--- config.mk ---
export PLATFORM = sky130hd
export DESIGN_NAME = ccm_seq
export DESIGN_NICKNAME = d
export VERILOG_FILES = /design/src/rtl/ccm_pkg.sv /design/src/rtl/ccm_ctrblk.sv /design/src/rtl/ccm_aadpfx.sv /design/src/rtl/ccm_seq.sv
export SDC_FILE = /design/constraint.sdc
export NUM_CORES = 2
export LEC_CHECK = 0
export CAP_MARGIN = 20
export CORE_UTILIZATION = 25
export DETAILED_ROUTE_END_ITERATION = 7
export PLACE_DENSITY_LB_ADDON = 0.25
export SYNTH_ARGS = -nofsm -noshare
export SYNTH_HDL_FRONTEND = slang
export SYNTH_HIERARCHICAL = 1
export SYNTH_SLANG_ARGS = --single-unit
--- constraint.sdc ---
create_clock -name clk -period 3.5 [get_ports clk]
set_input_delay 0.35 -clock clk [delete_from_list [all_inputs] [get_ports clk]]
set_output_delay 0.35 -clock clk [all_outputs]
set_load 0.02 [all_outputs]
--- src/rtl/ccm_pkg.sv ---
package ccm_pkg;
    localparam int BLK_W   = 128;
    localparam int NONCE_W = 104;

    typedef enum logic [2:0] {
        ST_IDLE, ST_WAIT, ST_AAD, ST_MSG, ST_MSGMAC, ST_EMIT, ST_TAG
    } state_e;

    function automatic logic [7:0] byte_at(input logic [BLK_W-1:0] v, input logic [4:0] k);
        int pos;
        pos = 15 - int'(k[3:0]);
        return v[pos*8 +: 8];
    endfunction

    function automatic logic [BLK_W-1:0] byte_put(input logic [BLK_W-1:0] v,
                                                    input logic [4:0] k,
                                                    input logic [7:0] b);
        logic [BLK_W-1:0] r;
        int pos;
        r = v;
        pos = 15 - int'(k[3:0]);
        r[pos*8 +: 8] = b;
        return r;
    endfunction
endpackage

--- src/rtl/ccm_ctrblk.sv ---
// Formats a flags/nonce/counter block; the split point follows the L code.
module ccm_ctrblk (
    input  logic [7:0]   flags,
    input  logic [103:0] nonce,
    input  logic [2:0]   lfld,
    input  logic [63:0]  val,
    output logic [127:0] blk
);
    for (genvar k = 0; k < 16; k++) begin : g_oct
        if (k == 0) begin : g_flags
            assign blk[127:120] = flags;
        end else begin : g_body
            always_comb begin
                if (k <= 14 - int'(lfld)) begin
                    blk[8*(15-k) +: 8] = nonce[8*(13-k) +: 8];
                end else if (15 - k < 8) begin
                    blk[8*(15-k) +: 8] = val[8*(15-k) +: 8];
                end else begin
                    blk[8*(15-k) +: 8] = 8'h00;
                end
            end
        end
    end
endmodule

--- src/rtl/ccm_aadpfx.sv ---
// Length prefix for associated data: picks its form and returns one byte.
module ccm_aadpfx #(
    parameter int ALEN_W = 32
) (
    input  logic [ALEN_W-1:0] alen,
    input  logic [3:0]        idx,
    output logic [3:0]        plen,
    output logic [7:0]        pbyte
);
    logic [63:0] a64;
    logic [79:0] pv;

    always_comb begin
        a64 = 64'(alen);
        if (a64 < 64'd65280) begin
            plen = 4'd2;
            pv   = {a64[15:0], 64'h0};
        end else if (a64 < 64'h1_0000_0000) begin
            plen = 4'd6;
            pv   = {16'hFFFE, a64[31:0], 32'h0};
        end else begin
            plen = 4'd10;
            pv   = {16'hFFFF, a64};
        end
        pbyte = (idx < 4'd10) ? pv[8*(9 - int'(idx)) +: 8] : 8'h00;
    end
endmodule

--- src/rtl/ccm_seq.sv ---
module ccm_seq
    import ccm_pkg::*;
#(
    parameter int MLEN_W = 16,
    parameter int ALEN_W = 32
) (
    input  logic              clk,
    input  logic              rst_n,
    input  logic              start,
    input  logic [2:0]        cfg_mfld,
    input  logic [2:0]        cfg_lfld,
    input  logic [103:0]      cfg_nonce,
    input  logic [ALEN_W-1:0] cfg_alen,
    input  logic [MLEN_W-1:0] cfg_mlen,
    input  logic              in_valid,
    input  logic [7:0]        in_data,
    output logic              in_ready,
    output logic              cph_req,
    output logic              cph_ctr,
    output logic [127:0]      cph_blk,
    input  logic              cph_ack,
    input  logic [127:0]      cph_res,
    output logic              out_valid,
    output logic [7:0]        out_data,
    output logic              out_last
);
    localparam int RW = (ALEN_W > MLEN_W) ? ALEN_W : MLEN_W;

    typedef struct packed {
        state_e              state;
        state_e              ret;
        logic [2:0]          mfld;
        logic [2:0]          lfld;
        logic [NONCE_W-1:0]  nonce;
        logic [ALEN_W-1:0]   alen;
        logic [MLEN_W-1:0]   mlen;
        logic [BLK_W-1:0]    x;
        logic [BLK_W-1:0]    s;
        logic [BLK_W-1:0]    buff;
        logic [4:0]          cnt;
        logic [4:0]          eidx;
        logic [RW-1:0]       rem;
        logic [3:0]          pidx;
        logic [MLEN_W-1:0]   ctr;
        logic                req;
        logic                ctr_tag;
        logic [BLK_W-1:0]    blk;
        logic                ov;
        logic [7:0]          od;
        logic                ol;
    } st_t;

    st_t st_d, st_q;
    logic rdy;

    logic [7:0]   fmt_flags;
    logic [103:0] fmt_nonce;
    logic [2:0]   fmt_lfld;
    logic [63:0]  fmt_val;
    logic [127:0] fmt_blk;
    logic [3:0]   pfx_len;
    logic [7:0]   pfx_byte;
    logic         pfx_done;

    always_comb begin
        if (st_q.state == ST_IDLE) begin
            fmt_flags = {1'b0, cfg_alen != '0, cfg_mfld, cfg_lfld};
            fmt_nonce = cfg_nonce;
            fmt_lfld  = cfg_lfld;
            fmt_val   = 64'(cfg_mlen);
        end else begin
            fmt_flags = {5'b0, st_q.lfld};
            fmt_nonce = st_q.nonce;
            fmt_lfld  = st_q.lfld;
            fmt_val   = (st_q.rem == '0 && st_q.cnt == 5'd0) ? 64'd0
                                                             : 64'(st_q.ctr + 1'b1);
        end
    end

    ccm_ctrblk u_fmt (
        .flags (fmt_flags),
        .nonce (fmt_nonce),
        .lfld  (fmt_lfld),
        .val   (fmt_val),
        .blk   (fmt_blk)
    );

    ccm_aadpfx #(.ALEN_W(ALEN_W)) u_pfx (
        .alen  (st_q.alen),
        .idx   (st_q.pidx),
        .plen  (pfx_len),
        .pbyte (pfx_byte)
    );

    assign pfx_done = (st_q.pidx == pfx_len);

    always_comb begin
        st_d    = st_q;
        st_d.ov = 1'b0;
        st_d.ol = 1'b0;
        rdy     = 1'b0;
        case (st_q.state)
            ST_IDLE: begin
                if (start) begin
                    st_d.mfld    = cfg_mfld;
                    st_d.lfld    = cfg_lfld;
                    st_d.nonce   = cfg_nonce;
                    st_d.alen    = cfg_alen;
                    st_d.mlen    = cfg_mlen;
                    st_d.x       = '0;
                    st_d.buff    = '0;
                    st_d.cnt     = 5'd0;
                    st_d.pidx    = 4'd0;
                    st_d.ctr     = '0;
                    st_d.rem     = (cfg_alen != '0) ? RW'(cfg_alen) : RW'(cfg_mlen);
                    st_d.req     = 1'b1;
                    st_d.ctr_tag = 1'b0;
                    st_d.blk     = fmt_blk;
                    st_d.ret     = (cfg_alen != '0) ? ST_AAD : ST_MSG;
                    st_d.state   = ST_WAIT;
                end
            end
            ST_WAIT: begin
                if (cph_ack) begin
                    st_d.req = 1'b0;
                    if (st_q.ctr_tag) st_d.s = cph_res;
                    else              st_d.x = cph_res;
                    st_d.state = st_q.ret;
                end
            end
            ST_AAD: begin
                if (st_q.cnt == 5'd16 || (pfx_done && st_q.rem == '0 && st_q.cnt != 5'd0)) begin
                    st_d.req     = 1'b1;
                    st_d.ctr_tag = 1'b0;
                    st_d.blk     = st_q.x ^ st_q.buff;
                    st_d.buff    = '0;
                    st_d.cnt     = 5'd0;
                    st_d.ret     = ST_AAD;
                    st_d.state   = ST_WAIT;
                end else if (pfx_done && st_q.rem == '0) begin
                    st_d.rem   = RW'(st_q.mlen);
                    st_d.state = ST_MSG;
                end else if (!pfx_done) begin
                    st_d.buff = byte_put(st_q.buff, st_q.cnt, pfx_byte);
                    st_d.cnt  = st_q.cnt + 5'd1;
                    st_d.pidx = st_q.pidx + 4'd1;
                end else begin
                    rdy = 1'b1;
                    if (in_valid) begin
                        st_d.buff = byte_put(st_q.buff, st_q.cnt, in_data);
                        st_d.cnt  = st_q.cnt + 5'd1;
                        st_d.rem  = st_q.rem - RW'(1);
                    end
                end
            end
            ST_MSG: begin
                if (st_q.cnt == 5'd16 || (st_q.rem == '0 && st_q.cnt != 5'd0)) begin
                    st_d.ctr     = st_q.ctr + 1'b1;
                    st_d.req     = 1'b1;
                    st_d.ctr_tag = 1'b1;
                    st_d.blk     = fmt_blk;
                    st_d.ret     = ST_MSGMAC;
                    st_d.state   = ST_WAIT;
                end else if (st_q.rem == '0) begin
                    st_d.req     = 1'b1;
                    st_d.ctr_tag = 1'b1;
                    st_d.blk     = fmt_blk;
                    st_d.eidx    = 5'd0;
                    st_d.ret     = ST_TAG;
                    st_d.state   = ST_WAIT;
                end else begin
                    rdy = 1'b1;
                    if (in_valid) begin
                        st_d.buff = byte_put(st_q.buff, st_q.cnt, in_data);
                        st_d.cnt  = st_q.cnt + 5'd1;
                        st_d.rem  = st_q.rem - RW'(1);
                    end
                end
            end
            ST_MSGMAC: begin
                st_d.req     = 1'b1;
                st_d.ctr_tag = 1'b0;
                st_d.blk     = st_q.x ^ st_q.buff;
                st_d.eidx    = 5'd0;
                st_d.ret     = ST_EMIT;
                st_d.state   = ST_WAIT;
            end
            ST_EMIT: begin
                st_d.ov   = 1'b1;
                st_d.od   = byte_at(st_q.buff, st_q.eidx) ^ byte_at(st_q.s, st_q.eidx);
                st_d.eidx = st_q.eidx + 5'd1;
                if (st_q.eidx == st_q.cnt - 5'd1) begin
                    st_d.buff  = '0;
                    st_d.cnt   = 5'd0;
                    st_d.state = ST_MSG;
                end
            end
            ST_TAG: begin
                st_d.ov   = 1'b1;
                st_d.od   = byte_at(st_q.x, st_q.eidx) ^ byte_at(st_q.s, st_q.eidx);
                st_d.eidx = st_q.eidx + 5'd1;
                if (st_q.eidx == {1'b0, st_q.mfld, 1'b1}) begin
                    st_d.ol    = 1'b1;
                    st_d.state = ST_IDLE;
                end
            end
            default: st_d.state = ST_IDLE;
        endcase
    end

    always_ff @(posedge clk) begin
        if (!rst_n) begin
            st_q       <= '0;
            st_q.state <= ST_IDLE;
            st_q.ret   <= ST_IDLE;
        end else begin
            st_q <= st_d;
        end
    end

    assign in_ready  = rdy;
    assign cph_req   = st_q.req;
    assign cph_ctr   = st_q.ctr_tag;
    assign cph_blk   = st_q.blk;
    assign out_valid = st_q.ov;
    assign out_data  = st_q.od;
    assign out_last  = st_q.ol;


    req_hold_chk: assert property (@(posedge clk) disable iff (!rst_n)
        cph_req && !cph_ack |=> cph_req && $stable(cph_blk) && $stable(cph_ctr));


    no_io_while_req_chk: assert property (@(posedge clk) disable iff (!rst_n)
        cph_req |-> !in_ready && !out_valid);


    last_has_valid_chk: assert property (@(posedge clk) disable iff (!rst_n)
        out_last |-> out_valid);


    cfg_frozen_chk: assert property (@(posedge clk) disable iff (!rst_n)
        (st_q.state != ST_IDLE) |=> $stable(st_q.nonce) && $stable(st_q.mlen)
                                    && $stable(st_q.mfld) && $stable(st_q.lfld));


    fill_bound_chk: assert property (@(posedge clk) disable iff (!rst_n)
        st_q.cnt <= 5'd16);
endmodule

Yosys cells after proc, flatten, opt, wreduce, memory -nomap -nowiden
Index checks and enable logic that the tools add are counted.
{"block": "word_totals", "register_bits": 750, "latch_bits": 0, "ram_bits": 0, "rom_bits": 0, "out_inout_bits": 141, "memories": 0}
{"block": "classes", "addsub": 12, "mul": 0, "n_div": 0, "magnitude_cmp": 17, "eq_ne": 27, "shift": 7, "muxes": 79, "bitwise_logic": 3, "reduce_logical": 33}
{"op": "133-bit two-way mux", "count": 7}
{"op": "133-bit one-hot mux with 4 select lines", "count": 1}
{"op": "129-bit one-hot mux with 4 select lines", "count": 1}
{"op": "130-bit two-way mux", "count": 3}
{"op": "128-bit by 8-bit variable part select with 8-bit output", "count": 3}
{"op": "292-bit two-way mux", "count": 1}
{"op": "128-bit bitwise mux", "count": 2}
{"op": "128-bit two-way mux", "count": 2}
{"op": "256-bit two-way mux", "count": 1}
{"op": "128-bit one-hot mux with 2 select lines", "count": 1}
{"op": "8-bit by 33-bit variable part select with 128-bit output", "count": 2}
{"op": "182-bit two-way mux", "count": 1}
{"op": "170-bit two-way mux", "count": 1}
{"op": "32-bit two-way mux", "count": 5}
{"op": "8-bit two-way mux", "count": 16}
{"op": "8-bit by 33-bit variable shift with 128-bit output, first input constant", "count": 1}
{"op": "128-bit bitwise XOR", "count": 1}
{"op": "104-bit two-way mux", "count": 1}
{"op": "32-bit one-hot mux with 3 select lines", "count": 1}
{"op": "80-bit two-way mux", "count": 1}
{"op": "80-bit by 32-bit variable part select with 8-bit output", "count": 1}
{"op": "5-bit less-or-equal comparator, first input constant", "count": 8}
{"op": "36-bit two-way mux", "count": 1}
{"op": "17-bit two-way mux", "count": 2}
{"op": "other kinds (55)", "count": 114}

Logic depth before layout (Yosys ltp)
{"block": "depth", "ltp_word": 10, "mapped_depth": 16}

Hierarchy
The synthesis kept the hierarchy.
{"mod": "ccm_seq", "n_inst": 1, "cells_per_inst": 5095, "area_per_inst_um2": 40204.8, "seq_area_each_um2": 15014.4}
{"mod": "ccm_ctrblk", "n_inst": 1, "cells_per_inst": 164, "area_per_inst_um2": 1308.8, "seq_area_each_um2": 0.0}
{"mod": "ccm_aadpfx", "n_inst": 1, "cells_per_inst": 75, "area_per_inst_um2": 578.1, "seq_area_each_um2": 0.0}

Worst setup path after synthesis
OpenSTA, ideal clock, no wires.
{"block": "synth_path", "path_type": "register to register", "startpoint": "reg st_q[748] (netlist bit)", "endpoint": "reg st_q, in the netlist cph_blk[40]", "arrival_time_ns": 3.303, "path_slack_ns": 0.065, "stages_incl_launch_ff": 17, "path_buffers": 5, "synth_period_minus_slack_ns": 3.435, "path_cell_list": "dfxtp_1 > clkbuf_1 > nor3_1 > clkbuf_1 > clkbuf_1 > clkbuf_1 > nand2_1 > nand2_1 > clkbuf_2 > inv_1 > ha_1 > nand2b_1 > nand2_1 > o21ai_4 > mux2_2 > o211ai_1 > a21oi_1"}
{"block": "synth_via", "elab_chain_cells": 8, "word_cells_on_any_way": 18}
{"item": "start, declared", "line_no": "ccm_seq.sv:53", "text": "st_t st_d, st_q;"}
{"item": "start signal, assigned", "line_no": "ccm_seq.sv:217", "text": "st_q <= st_d;"}
{"item": "3-bit logical NOT (*)", "line_no": "ccm_seq.sv:66", "text": "if (st_q.state == ST_IDLE) begin"}
{"item": "3-bit two-way mux", "line_no": "ccm_seq.sv:66"}
{"item": "4-bit by 3-bit subtractor with 5-bit output", "line_no": "ccm_ctrblk.sv:14", "text": "if (k <= 14 - int'(lfld)) begin"}
{"item": "5-bit less-or-equal comparator", "line_no": "ccm_ctrblk.sv:14"}
{"item": "8-bit two-way mux (*)", "line_no": "ccm_ctrblk.sv:14"}
{"item": "via fmt_blk[40]", "line_no": "ccm_seq.sv:60", "text": "logic [127:0] fmt_blk;"}
{"item": "130-bit two-way mux", "line_no": "ccm_seq.sv:164", "text": "end else if (st_q.rem == '0) begin"}
{"item": "130-bit two-way mux", "line_no": "ccm_seq.sv:157", "text": "if (st_q.cnt == 5'd16 || (st_q.rem == '0 && st_q.cnt != 5'd0)) begin"}
{"item": "129-bit one-hot mux with 4 select lines (*)", "line_no": "ccm_seq.sv:102", "text": "case (st_q.state)"}
Mark *: on every way through the listed nets, which the timed path passes. The rest lies on a longest branch. The select of a mux whose other input is x is not followed.
A chain may end at the register's enable or synchronous reset.

Worst setup path after layout
{"block": "layout_path", "startpoint": "reg st_q[197] (netlist bit)", "endpoint": "out in_ready"}
{"block": "layout_via", "elab_chain_cells": 5, "word_cells_on_any_way": 9}
{"item": "5-bit nonzero test", "line_no": "ccm_seq.sv:132, ccm_seq.sv:157"}
{"item": "1-bit logical AND (on tied branches)", "line_no": "ccm_seq.sv:157, ccm_seq.sv:132"}
{"item": "1-bit logical OR (on tied branches)", "line_no": "ccm_seq.sv:157, ccm_seq.sv:132"}
{"item": "1-bit two-way mux (on tied branches)", "line_no": "ccm_seq.sv:157, ccm_seq.sv:132"}
{"item": "1-bit one-hot mux with 2 select lines (*)", "line_no": "ccm_seq.sv:102"}
{"item": "end, declared", "line_no": "ccm_seq.sv:17", "text": "output logic in_ready,"}
Every way passes the cells marked *; elsewhere a longest branch is shown, timed or not.

==> metrics <==
synth unique cells 95; dominant cells by area after synthesis dfxtp_1 36%, nand2_1 13%, a21oi_1 8.2%; post-route worst setup slack roughly 0.20 ns; Post-Synthesis Cells 5334; drt total wl ~200000 um; worst-margin pin slew between 1 and 1.5 ns; Max Transition Viols Final 0; share of cells above drive strength 1 0.1105; Synth async-reset ratio 0; Final nets 5823; Crit Path Category reg -> out; post-synthesis sequential area ratio 0.3567; DRC errors left 0; CP endpoint kind output pin; RSZ-0062 raised after global routing no; routed vias/inst approximately 5.3; worst min path class in -> reg; crit-path max cell delay approximately 0.51 ns; PnR Total Power around 34 mW; Yosys reg bits between 700 and 800; CTS max path bufs 3; Cell Rows 150; Detail Route Antenna Nets 0; initial core utilization 0.2517; initial antenna violation count 22; Max VDD drop 0.4008 mV; Tmin final 3.304 ns; number of global-route vias before repair around 38000; PortBufs about 440; clock net sink count 750; slew margin rel. 0.2227; CP required between 3 and 4 ns; FMAX about 300 MHz; io pins 440; Die ar. 170000 um2; status complete, no violations; global route overflow 0; Buf/Inv on CP 2; First-pass DRT Iterations 5; Hold Slack between 0.15 and 0.2 ns; CTS buffer count 93; Worst-path clk slew around 0.060 ns; maximum number of pins on one net before global-route repair about 130; crit path launch type flop; Pwr Density between 600 and 700 nW/um2; WL/cell between 20 and 30 um; TNS Setup 0 ns; Post-DP HPWL around 150000 um; CTS HTree Levels 3; leading area contributor after synthesis dfxtp_1; Fill cells around 18000; arrival time at the worst endpoint 2.95 ns; endpoints failing setup 0; mapped cell area 42090 um2; ys flop type dfxtp_1; DR iter-0 viols a little under 5000; Tot GR Track Use 0.2282; CTS tree built; critical-path cell list inv_1 > ha_1 > and3_1 > or3_1 > nor2_4 > nor2_1 > nor2_2 > buf_4; Avg Cell Area, Syn between 7 and 8 um2; P&R area growth vs syn 22.78%; YS warnings 6; worst-skew pair later-pin latency 0.78 ns; critical path's slowest cell dfxtp_1; Die Y-Extent 412.3 um; CP top delay family simple AND/OR/NAND/NOR gates; Synth top area share 0.3567; P_leak around 18 nW; Fin. Hold Viols 0; clk_skew around 0.09 ns; EDFF count, synth 0; Place WS 0.1692 ns; Chip Width 412.3 um; Max Cap Violations 0; final period utilization 0.9441; CTS root buf clkbuf_16; core area between 150000 and 200000 um2; Critical Path Fanout Max 9; Final GP Congestion around 0.97; first-pass GRT wire length approximately 280000 um; Via Count around 40000
-- synthesized netlist by cell type, types with 20 or more instances --
| library cell | count |
|---|---|
| a21oi_1 | 693 |
| a22o_1 | 130 |
| a32o_1 | 20 |
| and2_1 | 73 |
| and3_1 | 29 |
| buf_1 | 26 |
| buf_2 | 49 |
| buf_4 | 182 |
| clkbuf_1 | 340 |
| dfxtp_1 | 750 |
| inv_1 | 25 |
| mux2_2 | 55 |
| mux2i_1 | 199 |
| mux4_2 | 101 |
| nand2_1 | 1461 |
| nand3_1 | 179 |
| nor2_1 | 126 |
| nor3_1 | 70 |
| nor4_1 | 22 |
| o211ai_1 | 97 |
| o211ai_2 | 40 |
| o21ai_0 | 77 |
| o22ai_1 | 125 |
| xnor2_1 | 155 |
-- logic make-up after synthesis --
kind of cell,after synthesis,share of synthesized area
AND/OR/NAND/NOR,2090,0.2137
AO/OA/AOI/OAI,1308,0.1955
flip-flops,750,0.3567
buffers and inverters,640,0.07729
multiplexers,356,0.1164
XOR/XNOR,174,0.03621
adder cells (fa/ha/maj),13,0.003864
other,3,0.0002675
-- flip-flops by register name, indices dropped and copies added (netlist names) --
signal,count
st_q,610
out_last,1
cph_ctr,1
out_data,8
out_valid,1
cph_blk,128
cph_req,1
-- path summary, 6_finish.rpt --
path,slack [ns],end,from,cells after the start
worst max-delay path,0.20,in_ready,st_q[197],8
worst min register to register,0.45,cph_blk[113],cph_blk[113],2
worst max register to register,0.25,cph_blk[16],st_q[184],9
worst min-delay path,0.18,st_q[667],cfg_nonce[33],3
-- repair_timing --
action                                  in CTS  in global routing
resized for setup                            2                  4
hold buffers                                 1                  0
hold endpoints to repair                     1                  0
endpoints found under the setup margin       1                  2
buffers inserted                             1                  0
pin swaps                                    1                  0
-- layer usage --
metal  up-vias  wire length, um  global-route usage
met3       308            17660             0.04608
li1      18807                -                   -
met1     20044            89780              0.3234
met5         -               94                   0
met4        14             7637             0.08799
met2      1812            85830              0.3361
-- power breakdown --
group          switching, mW  internal, mW  total [mW]
combinational           8.73          4.82        13.6
sequential             0.928          9.64        10.6
clock                   4.29          5.78        10.1
total                   13.9          20.2        34.2
-- tightest hold or removal path: stages --
cell	delay (ns)
clkdlybuf4s50_1	0.42
nand2_1	0.06
a21oi_1	0.05
-- final cells by class --
class                           instances  area, um2  share of cell area
Multi-Input combinational cell       3992      24120              0.4667
Sequential cell                       750      15020              0.2907
Timing Repair Buffer                  646       6544              0.1266
Tap cell                             2204       2758             0.05336
Clock buffer                          137       2683             0.05191
Clock inverter                         31      422.9            0.008183
Inverter                               28      112.6            0.002179
Antenna cell                            8      20.02           0.0003874
-- cells in the final DEF (no fill, tap or decap), types with 13 or more instances in the layout --
| cell | n |
|---|---|
| a21oi_1 | 692 |
| a221oi_1 | 19 |
| a22o_1 | 130 |
| a32o_1 | 20 |
| and2_1 | 72 |
| and3_1 | 27 |
| and4_1 | 13 |
| buf_12 | 48 |
| buf_4 | 159 |
| clkbuf_1 | 25 |
| clkbuf_16 | 93 |
| clkbuf_8 | 19 |
| clkdlybuf4s50_1 | 437 |
| clkinv_2 | 14 |
| conb_1 | 51 |
| dfxtp_1 | 746 |
| ha_1 | 13 |
| inv_1 | 25 |
| mux2_2 | 55 |
| mux2i_1 | 199 |
| mux4_2 | 101 |
| nand2_1 | 1458 |
| nand2b_1 | 13 |
| nand3_1 | 178 |
| nor2_1 | 124 |
| nor2b_1 | 16 |
| nor3_1 | 68 |
| nor4_1 | 21 |
| o211ai_1 | 97 |
| o211ai_2 | 40 |
| o21ai_0 | 77 |
| o21ai_1 | 17 |
| o22ai_1 | 125 |
| xnor2_1 | 155 |
| xor2_1 | 19 |
-- through the flow --
stage | utilization | instance area [um2] | std cells
2_1_floorplan | - | 42270 | 5382
3_3_place_gp | 0.2902 | 48520 | 7618
3_5_place_dp | 0.2902 | 48520 | 7618
4_1_cts | 0.3089 | 51650 | 7788
5_1_grt | 0.3090 | 51670 | 7791
6_report | 0.3091 | 51680 | 7796
(Power assumes the default switching activity.)
